==> config.mk <==
export PLATFORM = sky130hd
export DESIGN_NAME = band_excursion_monitor
export DESIGN_NICKNAME = d
export VERILOG_FILES = /design/src/rtl/exc_pkg.sv /design/src/rtl/exc_classify.sv /design/src/rtl/exc_tally.sv /design/src/rtl/exc_window.sv /design/src/rtl/exc_regs.sv /design/src/rtl/band_excursion_monitor.sv
export SDC_FILE = /design/constraint.sdc
export NUM_CORES = 1
export LEC_CHECK = 0
export BUFFER_PORTS_ARGS = -buffer_cell sky130_fd_sc_hd__buf_4
export CAP_MARGIN = 20
export CORE_UTILIZATION = 60
export DETAILED_ROUTE_END_ITERATION = 6
export GPL_ROUTABILITY_DRIVEN = 0
export HOLD_SLACK_MARGIN = 0.12
export PLACE_DENSITY = 0.81
export SLEW_MARGIN = 25
export SYNTH_ARGS = -nofsm -noshare
export SYNTH_HDL_FRONTEND = slang
export SYNTH_SLANG_ARGS = --single-unit
==> constraint.sdc <==
create_clock -name clk_i -period 8.7 [get_ports clk_i]
set_clock_uncertainty 0.05 [all_clocks]
set_input_delay 0.435 -clock clk_i [delete_from_list [all_inputs] [get_ports clk_i]]
set_output_delay 0.435 -clock clk_i [all_outputs]
set_load 0.01 [all_outputs]
==> src/rtl/exc_pkg.sv <==
package exc_pkg;
  localparam logic [2:0] ADR_HIGH = 3'd0;
  localparam logic [2:0] ADR_LOW  = 3'd1;
  localparam logic [2:0] ADR_REQ  = 3'd2;
  localparam logic [2:0] ADR_WIN  = 3'd3;
  localparam logic [2:0] ADR_EN   = 3'd4;
  localparam logic [2:0] ADR_STAT = 3'd5;
  localparam logic [2:0] ADR_CNT  = 3'd6;

  localparam int ST_DATA  = 0;
  localparam int ST_TMR   = 1;
  localparam int ST_CNT   = 2;
  localparam int NST      = 3;
  localparam int MODE_BIT = 16;

  typedef logic [NST-1:0] st_vec_t;
endpackage

==> src/rtl/exc_classify.sv <==
module exc_classify #(
  parameter int DW = 16
) (
  input  logic                 clk_i,
  input  logic                 rst_i,
  input  logic                 valid_i,
  input  logic signed [DW-1:0] sample_i,
  input  logic signed [DW-1:0] high_i,
  input  logic signed [DW-1:0] low_i,
  output logic                 up_ent_o,
  output logic                 lo_ent_o
);
  logic above, below;
  logic was_above_q, was_below_q;

  assign above    = sample_i > high_i;
  assign below    = sample_i < low_i;
  assign up_ent_o = valid_i && above && !was_above_q;
  assign lo_ent_o = valid_i && below && !was_below_q;

  always_ff @(posedge clk_i) begin
    if (rst_i) begin
      was_above_q <= 1'b0;
      was_below_q <= 1'b0;
    end else if (valid_i) begin
      was_above_q <= above;
      was_below_q <= below;
    end
  end

  AST_ONE_SIDE: assert property (@(posedge clk_i) disable iff (rst_i)
    !(was_above_q && was_below_q) || (high_i < low_i));
endmodule

==> src/rtl/exc_tally.sv <==
module exc_tally #(
  parameter int CW = 8
) (
  input  logic          clk_i,
  input  logic          rst_i,
  input  logic          up_ent_i,
  input  logic          lo_ent_i,
  input  logic          clr_i,
  input  logic [CW:0]   req_i,
  input  logic          and_mode_i,
  output logic [CW-1:0] upper_o,
  output logic [CW-1:0] lower_o,
  output logic          hit_o
);
  localparam logic [CW-1:0] CMAX = {CW{1'b1}};

  logic [CW-1:0] upper_q, lower_q;
  logic [CW-1:0] base_u, base_l, nxt_u, nxt_l;
  logic [CW:0]   sum;
  logic          cond;

  always_comb begin
    base_u = clr_i ? '0 : upper_q;
    base_l = clr_i ? '0 : lower_q;
    nxt_u  = (up_ent_i && base_u != CMAX) ? base_u + 1'b1 : base_u;
    nxt_l  = (lo_ent_i && base_l != CMAX) ? base_l + 1'b1 : base_l;
    sum    = {1'b0, nxt_u} + {1'b0, nxt_l};
    cond   = (sum >= req_i) && (!and_mode_i || (nxt_u != '0 && nxt_l != '0));
  end

  assign hit_o   = (up_ent_i || lo_ent_i) && cond;
  assign upper_o = upper_q;
  assign lower_o = lower_q;

  always_ff @(posedge clk_i) begin
    if (rst_i) begin
      upper_q <= '0;
      lower_q <= '0;
    end else begin
      upper_q <= nxt_u;
      lower_q <= nxt_l;
    end
  end

  AST_TOTAL_RUNS: assert property (@(posedge clk_i) disable iff (rst_i)
    !clr_i |=> (upper_q >= $past(upper_q)) && (lower_q >= $past(lower_q)));
  AST_QUIET_HOLDS: assert property (@(posedge clk_i) disable iff (rst_i)
    (!clr_i && !up_ent_i) |=> $stable(upper_q));
  AST_CLEAR_EMPTY: assert property (@(posedge clk_i) disable iff (rst_i)
    (clr_i && !up_ent_i && !lo_ent_i) |=> (upper_q == '0 && lower_q == '0));
  AST_SAT_HOLD: assert property (@(posedge clk_i) disable iff (rst_i)
    (!clr_i && upper_q == CMAX) |=> (upper_q == CMAX));
endmodule

==> src/rtl/exc_window.sv <==
module exc_window #(
  parameter int TW = 24
) (
  input  logic          clk_i,
  input  logic          rst_i,
  input  logic [TW-1:0] win_len_i,
  input  logic          restart_i,
  output logic          expire_o
);
  logic [TW-1:0] tmr_q;

  assign expire_o = (win_len_i != '0) && (tmr_q == win_len_i - 1'b1) && !restart_i;

  always_ff @(posedge clk_i) begin
    if (rst_i) begin
      tmr_q <= '0;
    end else if (restart_i || expire_o || win_len_i == '0) begin
      tmr_q <= '0;
    end else begin
      tmr_q <= tmr_q + 1'b1;
    end
  end

  AST_TMR_BOUND: assert property (@(posedge clk_i) disable iff (rst_i)
    (win_len_i != '0) |-> (tmr_q < win_len_i));
endmodule

==> src/rtl/exc_regs.sv <==
module exc_regs
  import exc_pkg::*;
#(
  parameter int DW = 16,
  parameter int CW = 8,
  parameter int TW = 24,
  parameter int RW = 32
) (
  input  logic                 clk_i,
  input  logic                 rst_i,
  input  logic                 reg_we_i,
  input  logic                 reg_re_i,
  input  logic [2:0]           reg_addr_i,
  input  logic [RW-1:0]        reg_wdata_i,
  input  logic                 valid_i,
  input  logic                 hit_i,
  input  logic                 tmr_exp_i,
  input  logic [CW-1:0]        upper_i,
  input  logic [CW-1:0]        lower_i,
  output logic signed [DW-1:0] high_o,
  output logic signed [DW-1:0] low_o,
  output logic [CW:0]          req_o,
  output logic                 and_mode_o,
  output logic [TW-1:0]        win_o,
  output logic                 win_restart_o,
  output logic                 cnt_rd_o,
  output logic [RW-1:0]        rdata_o,
  output logic                 irq_o
);
  logic signed [DW-1:0] high_q, low_q;
  logic [CW:0]          req_q;
  logic                 and_q;
  logic [TW-1:0]        win_q;
  st_vec_t              en_q, en_d, st_q, st_d, st_set, st_w1c;
  logic [RW-1:0]        rd_d, rdata_q;
  logic                 irq_q;
  logic                 wr_stat, wr_en;
  logic                 unused_wd;

  assign unused_wd     = ^reg_wdata_i;
  assign wr_stat       = reg_we_i && reg_addr_i == ADR_STAT;
  assign wr_en         = reg_we_i && reg_addr_i == ADR_EN;
  assign win_restart_o = reg_we_i && reg_addr_i == ADR_WIN;
  assign cnt_rd_o      = reg_re_i && reg_addr_i == ADR_CNT;

  always_comb begin
    st_set          = '0;
    st_set[ST_DATA] = valid_i;
    st_set[ST_TMR]  = tmr_exp_i;
    st_set[ST_CNT]  = hit_i;
    st_w1c          = wr_stat ? reg_wdata_i[NST-1:0] : '0;
    st_d            = (st_q & ~st_w1c) | st_set;
    en_d            = wr_en ? reg_wdata_i[NST-1:0] : en_q;
  end

  always_comb begin
    rd_d = '0;
    case (reg_addr_i)
      ADR_HIGH: rd_d = {{(RW-DW){high_q[DW-1]}}, high_q};
      ADR_LOW:  rd_d = {{(RW-DW){low_q[DW-1]}}, low_q};
      ADR_REQ: begin
        rd_d[CW:0]     = req_q;
        rd_d[MODE_BIT] = and_q;
      end
      ADR_WIN:  rd_d[TW-1:0]  = win_q;
      ADR_EN:   rd_d[NST-1:0] = en_q;
      ADR_STAT: rd_d[NST-1:0] = st_q;
      ADR_CNT:  rd_d[2*CW-1:0] = {lower_i, upper_i};
      default:  rd_d = '0;
    endcase
  end

  always_ff @(posedge clk_i) begin
    if (rst_i) begin
      high_q  <= '0;
      low_q   <= '0;
      req_q   <= '0;
      and_q   <= 1'b0;
      win_q   <= '0;
      en_q    <= '0;
      st_q    <= '0;
      rdata_q <= '0;
      irq_q   <= 1'b0;
    end else begin
      if (reg_we_i) begin
        case (reg_addr_i)
          ADR_HIGH: high_q <= reg_wdata_i[DW-1:0];
          ADR_LOW:  low_q  <= reg_wdata_i[DW-1:0];
          ADR_REQ: begin
            req_q <= reg_wdata_i[CW:0];
            and_q <= reg_wdata_i[MODE_BIT];
          end
          ADR_WIN:  win_q <= reg_wdata_i[TW-1:0];
          default: ;
        endcase
      end
      en_q  <= en_d;
      st_q  <= st_d;
      irq_q <= |(st_d & en_d);
      if (reg_re_i) rdata_q <= rd_d;
    end
  end

  assign high_o     = high_q;
  assign low_o      = low_q;
  assign req_o      = req_q;
  assign and_mode_o = and_q;
  assign win_o      = win_q;
  assign rdata_o    = rdata_q;
  assign irq_o      = irq_q;

  AST_DATA_FLAG: assert property (@(posedge clk_i) disable iff (rst_i)
    valid_i |=> st_q[ST_DATA]);
  AST_W1C_CLEARS: assert property (@(posedge clk_i) disable iff (rst_i)
    (wr_stat && reg_wdata_i[ST_TMR] && !tmr_exp_i) |=> !st_q[ST_TMR]);
  AST_IRQ_STICKY: assert property (@(posedge clk_i) disable iff (rst_i)
    (irq_q && !wr_stat && !wr_en) |=> irq_q);
  AST_EXPIRE_FLAG: assert property (@(posedge clk_i) disable iff (rst_i)
    tmr_exp_i |=> st_q[ST_TMR]);
endmodule

==> src/rtl/band_excursion_monitor.sv <==
module band_excursion_monitor
  import exc_pkg::*;
#(
  parameter int DW = 16,
  parameter int CW = 8,
  parameter int TW = 24,
  parameter int RW = 32
) (
  input  logic                 clk_i,
  input  logic                 rst_i,
  input  logic                 smp_valid_i,
  input  logic signed [DW-1:0] smp_data_i,
  input  logic                 reg_we_i,
  input  logic                 reg_re_i,
  input  logic [2:0]           reg_addr_i,
  input  logic [RW-1:0]        reg_wdata_i,
  output logic [RW-1:0]        reg_rdata_o,
  output logic                 irq_o
);
  logic signed [DW-1:0] high, low;
  logic [CW:0]          req;
  logic                 and_mode;
  logic [TW-1:0]        win;
  logic                 win_restart, cnt_rd, expire;
  logic                 up_ent, lo_ent, hit;
  logic [CW-1:0]        upper_cnt, lower_cnt;

  exc_classify #(.DW(DW)) u_cls (
    .clk_i(clk_i), .rst_i(rst_i), .valid_i(smp_valid_i), .sample_i(smp_data_i),
    .high_i(high), .low_i(low), .up_ent_o(up_ent), .lo_ent_o(lo_ent)
  );

  exc_tally #(.CW(CW)) u_tally (
    .clk_i(clk_i), .rst_i(rst_i), .up_ent_i(up_ent), .lo_ent_i(lo_ent),
    .clr_i(cnt_rd || expire), .req_i(req), .and_mode_i(and_mode),
    .upper_o(upper_cnt), .lower_o(lower_cnt), .hit_o(hit)
  );

  exc_window #(.TW(TW)) u_win (
    .clk_i(clk_i), .rst_i(rst_i), .win_len_i(win), .restart_i(win_restart),
    .expire_o(expire)
  );

  exc_regs #(.DW(DW), .CW(CW), .TW(TW), .RW(RW)) u_regs (
    .clk_i(clk_i), .rst_i(rst_i), .reg_we_i(reg_we_i), .reg_re_i(reg_re_i),
    .reg_addr_i(reg_addr_i), .reg_wdata_i(reg_wdata_i), .valid_i(smp_valid_i),
    .hit_i(hit), .tmr_exp_i(expire), .upper_i(upper_cnt), .lower_i(lower_cnt),
    .high_o(high), .low_o(low), .req_o(req), .and_mode_o(and_mode), .win_o(win),
    .win_restart_o(win_restart), .cnt_rd_o(cnt_rd), .rdata_o(reg_rdata_o),
    .irq_o(irq_o)
  );
endmodule

# Yosys cells after proc, flatten, opt, wreduce, memory -nomap -nowiden
# Cells that the tools add are included.
[op_classes]
eq_ne = 9
add_sub_neg = 5
muxes = 12
bitwise_logic = 4
reduce_logical = 35
order_cmp = 3
[op_table]
columns = ["operator", "n"]
rows = [
  ["2-to-1 mux 8 bit", 4],
  ["one-hot mux 6 bit (5 select lines)", 1],
  ["one-hot mux 7 bit (4 select lines)", 1],
  ["adder 24 x 1 -> 24 bit (second input constant)", 1],
  ["== test 24 bit", 1],
  ["zero test 24 bit", 1],
  ["nonzero test 24 bit", 1],
  ["subtractor 24 x 1 -> 24 bit (second input constant)", 1],
  ["one-hot mux 3 bit (7 select lines)", 1],
  ["one-hot mux 7 bit (3 select lines)", 1],
  ["adder 8 x 1 -> 8 bit (second input constant)", 2],
  ["greater-than comparator 16 bit", 1],
  ["less-than comparator 16 bit", 1],
  ["inequality test 8 bit (second input constant)", 2],
  ["one-hot mux 8 bit (2 select lines)", 1],
  ["nonzero test 8 bit", 2],
  ["logical AND 1 bit", 15],
  ["adder 8 x 8 -> 9 bit", 1],
  ["== test 3 bit (second input constant)", 3],
  ["greater-or-equal comparator 9 bit", 1],
  ["AND reduction 2 bit", 4],
  ["AND 3 bit", 2],
  ["== test 3 x 2 -> 1 bit (second input constant)", 2],
  ["2-to-1 mux 3 bit", 2],
  ["other kinds (9)", 16],
]
[totals]
input_bits = 56
word_cells = 82
reg_bits = 147
out_inout_bits = 33

# Longest topological paths before layout
[logic_depth]
word_depth = 17
mapped_depth = 36
mapped_depth_nobuf = 33

# Cells and area by module
# Synthesis repeated with hierarchy kept, for this count alone.
[hier_totals]
cells_unflattened = 1112
area_unflattened_um2 = 8879.8
[by_module_without_submodules]
columns = ["mod", "cells_per_inst", "instances", "area_each_um2", "seq_area_each_um2"]
rows = [
  ["exc_regs", 517, 1, 4261.6, 1961.9],
  ["exc_window", 265, 1, 1958.1, 480.5],
  ["exc_tally", 193, 1, 1634.1, 320.3],
  ["exc_classify", 136, 1, 1019.7, 40.0],
  ["band_excursion_monitor", 1, 1, 6.3, 0.0],
]

# Worst setup path before layout
# Ideal clock, no wire load.
[synth_timing]
kind = "register to register"
from = "register u_regs.win_q[0] (netlist: u_regs.win_o[0])"
to = "register u_regs.st_q[2]"
required_time_ps = 8520
synth_period_minus_slack_ps = 6120
n_path_buf = 3
path_slack_ps = 2580
setup_time_ps = 130
arrival_time_ps = 5940
stages_incl_launch_ff = 34
cell_sequence = "dfxtp_1 > clkbuf_1 > inv_1 > ha_1 > xnor2_1 > xnor2_1 > a2111oi_2 > nand4_2 > nor4_2 > nand4_4 > nand2_1 > buf_4 > clkbuf_1 > nor2_1 > ha_1 > nand3_1 > nor2_1 > and3_1 > or3_1 > or3_1 > xor2_1 > nor2_1 > ha_1 > inv_1 > o21ai_0 > a21oi_1 > o21bai_1 > xor2_1 > ha_1 > nor2b_1 > o21ai_0 > a21oi_1 > o211ai_2 > a21oi_1"
[synth_between]
elab_chain_len = 15
word_cells_on_any_way = 25
classes_between = "4 x add/sub; 1 x order compare; 3 x eq/ne; 4 x mux; 1 x bitwise; 12 x reduce/logical"
[synth_lines]
columns = ["item", "line_no", "source"]
rows = [
  ["start, declared", "exc_regs.sv:33", "logic [TW-1:0] win_q;"],
  ["start signal, assigned", "exc_regs.sv:93", "ADR_WIN: win_q <= reg_wdata_i[TW-1:0];"],
  ["subtractor 24 x 1 -> 24 bit", "exc_window.sv:12", "assign expire_o = (win_len_i != '0) && (tmr_q == win_len_i - 1'b1) && !restart_i;"],
  ["== test 24 bit", "exc_window.sv:12", ""],
  ["logical AND 1 bit * (2 in series)", "exc_window.sv:12", ""],
  ["logical OR 1 bit *", "band_excursion_monitor.sv:35", ".clr_i(cnt_rd || expire), .req_i(req), .and_mode_i(and_mode),"],
  ["2-to-1 mux 8 bit *", "exc_tally.sv:24", "base_l = clr_i ? '0 : lower_q;"],
  ["parallel branches: the longest is 2 deep, another holds adder 8 x 1 -> 8 bit", "--", ""],
  ["2-to-1 mux 8 bit *", "exc_tally.sv:26", "nxt_l = (lo_ent_i && base_l != CMAX) ? base_l + 1'b1 : base_l;"],
  ["named net u_tally.nxt_l[3]", "exc_tally.sv:18", "logic [CW-1:0] base_u, base_l, nxt_u, nxt_l;"],
  ["parallel branches: the longest is 3 deep, another holds adder 8 x 8 -> 9 bit", "--", ""],
  ["logical AND 1 bit *", "exc_tally.sv:28", "cond = (sum >= req_i) && (!and_mode_i || (nxt_u != '0 && nxt_l != '0));"],
  ["logical AND 1 bit *", "exc_tally.sv:31", "assign hit_o = (up_ent_i || lo_ent_i) && cond;"],
  ["bitwise OR 3 bit *", "exc_regs.sv:52", "st_d = (st_q & ~st_w1c) | st_set;"],
  ["end signal, assigned", "exc_regs.sv:98", "st_q <= st_d;"],
  ["end, declared", "exc_regs.sv:34", "st_vec_t en_q, en_d, st_q, st_d, st_set, st_w1c;"],
]
# Mark *: on every way through the listed nets, which the timed path passes.
# A chain may end at the register's enable or synchronous reset.

# Final worst setup path
[layout_timing]
from = "register u_regs.win_q[0] (netlist: u_regs.win_o[0])"
to = "register u_regs.st_q[2]"
[layout_between]
elab_chain_len = 15
word_cells_on_any_way = 25
classes_between = "4 x add/sub; 1 x order compare; 3 x eq/ne; 4 x mux; 1 x bitwise; 12 x reduce/logical"
[layout_lines]
columns = ["item", "line_no", "source"]
rows = [
  ["subtractor 24 x 1 -> 24 bit", "exc_window.sv:12", ""],
  ["== test 24 bit", "exc_window.sv:12", ""],
  ["logical AND 1 bit * (2 in series)", "exc_window.sv:12", ""],
  ["logical OR 1 bit *", "band_excursion_monitor.sv:35", ""],
  ["2-to-1 mux 8 bit *", "exc_tally.sv:23", "base_u = clr_i ? '0 : upper_q;"],
  ["parallel branches: the longest is 2 deep, another holds adder 8 x 1 -> 8 bit", "--", ""],
  ["2-to-1 mux 8 bit *", "exc_tally.sv:25", "nxt_u = (up_ent_i && base_u != CMAX) ? base_u + 1'b1 : base_u;"],
  ["named net u_tally.nxt_u[0]", "exc_tally.sv:18", ""],
  ["parallel branches: the longest is 3 deep, another holds adder 8 x 8 -> 9 bit", "--", ""],
  ["logical AND 1 bit *", "exc_tally.sv:28", ""],
  ["logical AND 1 bit *", "exc_tally.sv:31", ""],
  ["bitwise OR 3 bit *", "exc_regs.sv:52", ""],
]
# Marks and branches as above.

==> run_results.csv <==
group,metric,value,unit
status,outcome,"finished, final reports clean",
route,num_vias,8062,
synthesis,synth.distinct_cells,84,
critical_path,critical_path.max_fanout,21,
floorplanning,ios,89,
synthesis,synth_most_common_cell,"nand2_1",
synthesis,synth-compound-area-share,16.8,%
critical_path,cp-start-kind,"flop",
critical_path,reg2reg_to,"u_regs.st_q[2]",
synthesis,synth_common_cells,"nand2_1 (192), dfxtp_1 (140), a21oi_1 (116)",
critical_path,crit_slowest_cell,"nor4b_4",
timing,fmax,139,MHz
critical_path,r2r_slack,1.50,ns
timing,setup-violations-final,0,
critical_path,crit_type,"reg2reg",
critical_path,r2r-start,"u_regs.win_o[0]",
clock_tree,ctsHoldBuffers,0,
floorplanning,die-area,15000,um2
clock_tree,cts.clk_slew.worst_paths,0.06,ns
synthesis,ys_async_sr_fraction,0,%
clock_tree,post_cts_resized,0,
critical_path,r2r_cells,31,
clock_tree,clk_path_buf_depth,2,
synthesis,synth_top_family_by_area,"simple AND/OR/NAND/NOR gates",
synthesis,synth_edf_count,0,
floorplanning,core,14000,um2
run,drv_cap,0,
synthesis,synth_top_area_share,32.2,%
synthesis,ys_ff_latch,140,
synthesis,avgSynthCellArea,7.86,um2
global_routing,grt.total_usage,32.1,%
placement,dp_hpwl,16900,um
route,drtIter0Drc,735,
clock_tree,htree_levels,4,
floorplanning,start_util,62.0,%
route,drc,0,
synthesis,synth_mux_area_share,4.66,%
hold_path,hold_path_end,"u_regs.win_o[23]",
pwr,total_power,1.61,mW
global_routing,grt_max_degree,58,
synthesis,synth.largest_area_cell,"dfxtp_1",
route,drt_first_pass_iters,5,
clock_tree,cts_tree,"yes",
cells_and_area,drive_above_1_share,12.8,%
floorplanning,dieHeight,122,um
route,vias_per_cell,6.05,
timing,relSlewSlack,28.8,%
clock_tree,numCtsBuffers,17,
clock_tree,cts_root_buf,"clkbuf_16",
timing,rsz0062_at_grt,"no",
synthesis,ys_warn_count,0,
route,drt.antenna.violating_nets,0,
global_routing,grt_overflow,0,
critical_path,worstPathArrival,7.49,ns
clock_tree,clock_latency,0.42,ns
floorplanning,die-width,122,um
hold_path,hp-class,"in2reg",
synthesis,syn-num-nets,1218,
route,wire_per_inst,17.6,um
hold_path,hold_depth,3,
timing,drv_slew,0,
synthesis,synthSimpleGateAreaFrac,25.1,%
placement,portBuffers,80,
pwr,vdd_drop_max,0.148,mV
hold_path,holdCritStartpoint,"reg_wdata_i[23]",
synthesis,mappedNetlistArea,8710,um2
timing,min_period_over_period,82.8,%
clock_tree,clkSinkCount,140,
critical_path,crit_family,"simple AND/OR/NAND/NOR gates",
pwr,power_leakage,3.81,nW
global_routing,grt_pass1_wl,37200,um
synthesis,seq_area_frac_synth,32.2,%
global_routing,grt_pass1_vias,7407,
critical_path,endpoint_kind,"flop",
route,wl,23400,um
synthesis,yosys.area_share.xor_xnor,6.74,%
timing,setup_tns,0,ns
synthesis,synthAdderAreaFrac,7.84,%
cells_and_area,final_nets,1251,
clock_tree,post_cts_buffers,0,
critical_path,required,8.99,ns
pwr,power_density,164,nW/um2
cells_and_area,diodes,0,
synthesis,synthFlopType,"dfxtp_1",
timing,finalHoldViolCount,0,
synthesis,synthTopCellsByArea,"dfxtp_1 (32%), nand2_1 (8.3%), ha_1 (7.6%)",
floorplanning,fp-row-count,43,
cells_and_area,syn_to_final_growth,12.7,%
global_routing,antenna_found_initial,0,
critical_path,max_stage_delay,0.46,ns
synthesis,syn-instance-count,1108,
timing,worst_pin_slew,1.06,ns
critical_path,path_buf_inv,3,
timing,post-route-min-period,7.20,ns
cells_and_area,fillers,1130,
-- kinds of logic after synthesis --
logic type,count (synthesis)
multiplexers,29
buffers and inverters,136
AND/OR/NAND/NOR,457
adder cells (fa/ha/maj),54
AO/OA/AOI/OAI,225
XOR/XNOR,67
flip-flops,140
-- cell usage in the layout (no fill, tap or decap), types with 3 or more instances in the layout --
cell and n:
xnor2_1 36, bufinv_16 3, clkbuf_1 5, dfxtp_1 140, nor4_1 10, nand3b_1 4
clkinv_2 3, o21bai_1 5, nor2b_1 14, or3_1 6, xor2_1 31, nand3_1 39
inv_1 65, and4_1 4, and3_1 11, nor2_1 100, nand4_1 19, mux4_2 9
and2_1 6, nand2b_1 4, o21ai_0 23, a21o_1 9, buf_4 84, ha_1 53
clkbuf_16 17, nand2_1 192, o2111ai_1 5, a21oi_1 116, mux2i_1 18, a221oi_1 6
nor3_1 22, a211oi_1 6, o211ai_1 11, nor3b_1 4, a31oi_1 4, a221o_1 6
-- worst max path at each step --
stage / cells after the start / endpoint / startpoint / slack (ns)
global placement: 30 / u_regs.st_q[2] / u_regs.win_o[0] / 1.83
finish: 31 / u_regs.st_q[2] / u_regs.win_o[0] / 1.50
detailed placement: 31 / u_regs.irq_o / u_regs.win_o[0] / 1.71
global route: 31 / u_regs.st_q[2] / u_regs.win_o[0] / 0.90
floorplan: 33 / u_regs.st_q[2] / u_regs.win_o[0] / 2.58
CTS: 31 / u_regs.st_q[2] / u_regs.win_o[0] / 1.66
-- per-stage QoR --
| step | area (um2) | hold WS, ns | setup WS, ns | std cells | util [%] |
|---|---|---|---|---|---|
| floorplan | 8710 | 0.382 | 2.58 | 1108 | - |
| global placement | 9230 | 0.391 | 1.83 | 1302 | 65.7 |
| detailed placement | 9230 | 0.410 | 1.71 | 1302 | 65.7 |
| CTS | 9810 | 0.202 | 1.66 | 1333 | 69.9 |
| global route | 9810 | 0.221 | 0.899 | 1333 | 69.9 |
| finish | 9810 | 0.214 | 1.50 | 1333 | 69.9 |
-- sequential cells by signal, indices dropped and copies added (netlist names), 3 cells and up --
name and flops:
u_regs.rdata_o 25, u_regs.win_o 24, u_win.tmr_q 24, u_regs.high_o 16, u_regs.low_o 16, u_regs.req_o 9
u_tally.lower_o 8, u_tally.upper_o 8, u_regs.en_q 3, u_regs.st_q 3
-- power breakdown --
group	leakage, nW	internal (mW)	total, mW	switching [mW]
Sequential	1.13	0.656	0.673	0.0167
Combinational	2.39	0.0834	0.204	0.120
Clock	0.288	0.463	0.730	0.266
Total	3.81	1.20	1.61	0.403
-- cell type report --
type / instances / area (um2) / share of cell area [%]
inverters: 66 / 248 / 2.52
repair buffers: 84 / 631 / 6.43
multi-input cells: 832 / 5320 / 54.2
well taps: 180 / 225 / 2.29
flip-flops and latches: 140 / 2800 / 28.6
clock buffers: 24 / 472 / 4.81
clock inverters: 7 / 114 / 1.16
-- per-layer routing --
metal / GRT usage, % / vias to the layer above / share of wire [%]
li1: - / 3915 / -
met5: 0 / - / 0
met4: 14.5 / 0 / 3.4
met1: 40.6 / 3745 / 42
met2: 51.4 / 338 / 46
met3: 8.09 / 64 / 8.0
-- worst min-delay path, delay by kind of cell --
kind | cells | cell delay, ns
AO/OA/AOI/OAI | 1 | 0.05
buffers and inverters | 1 | 0.10
AND/OR/NAND/NOR | 1 | 0.04
Power figures use the tool's default switching activity.
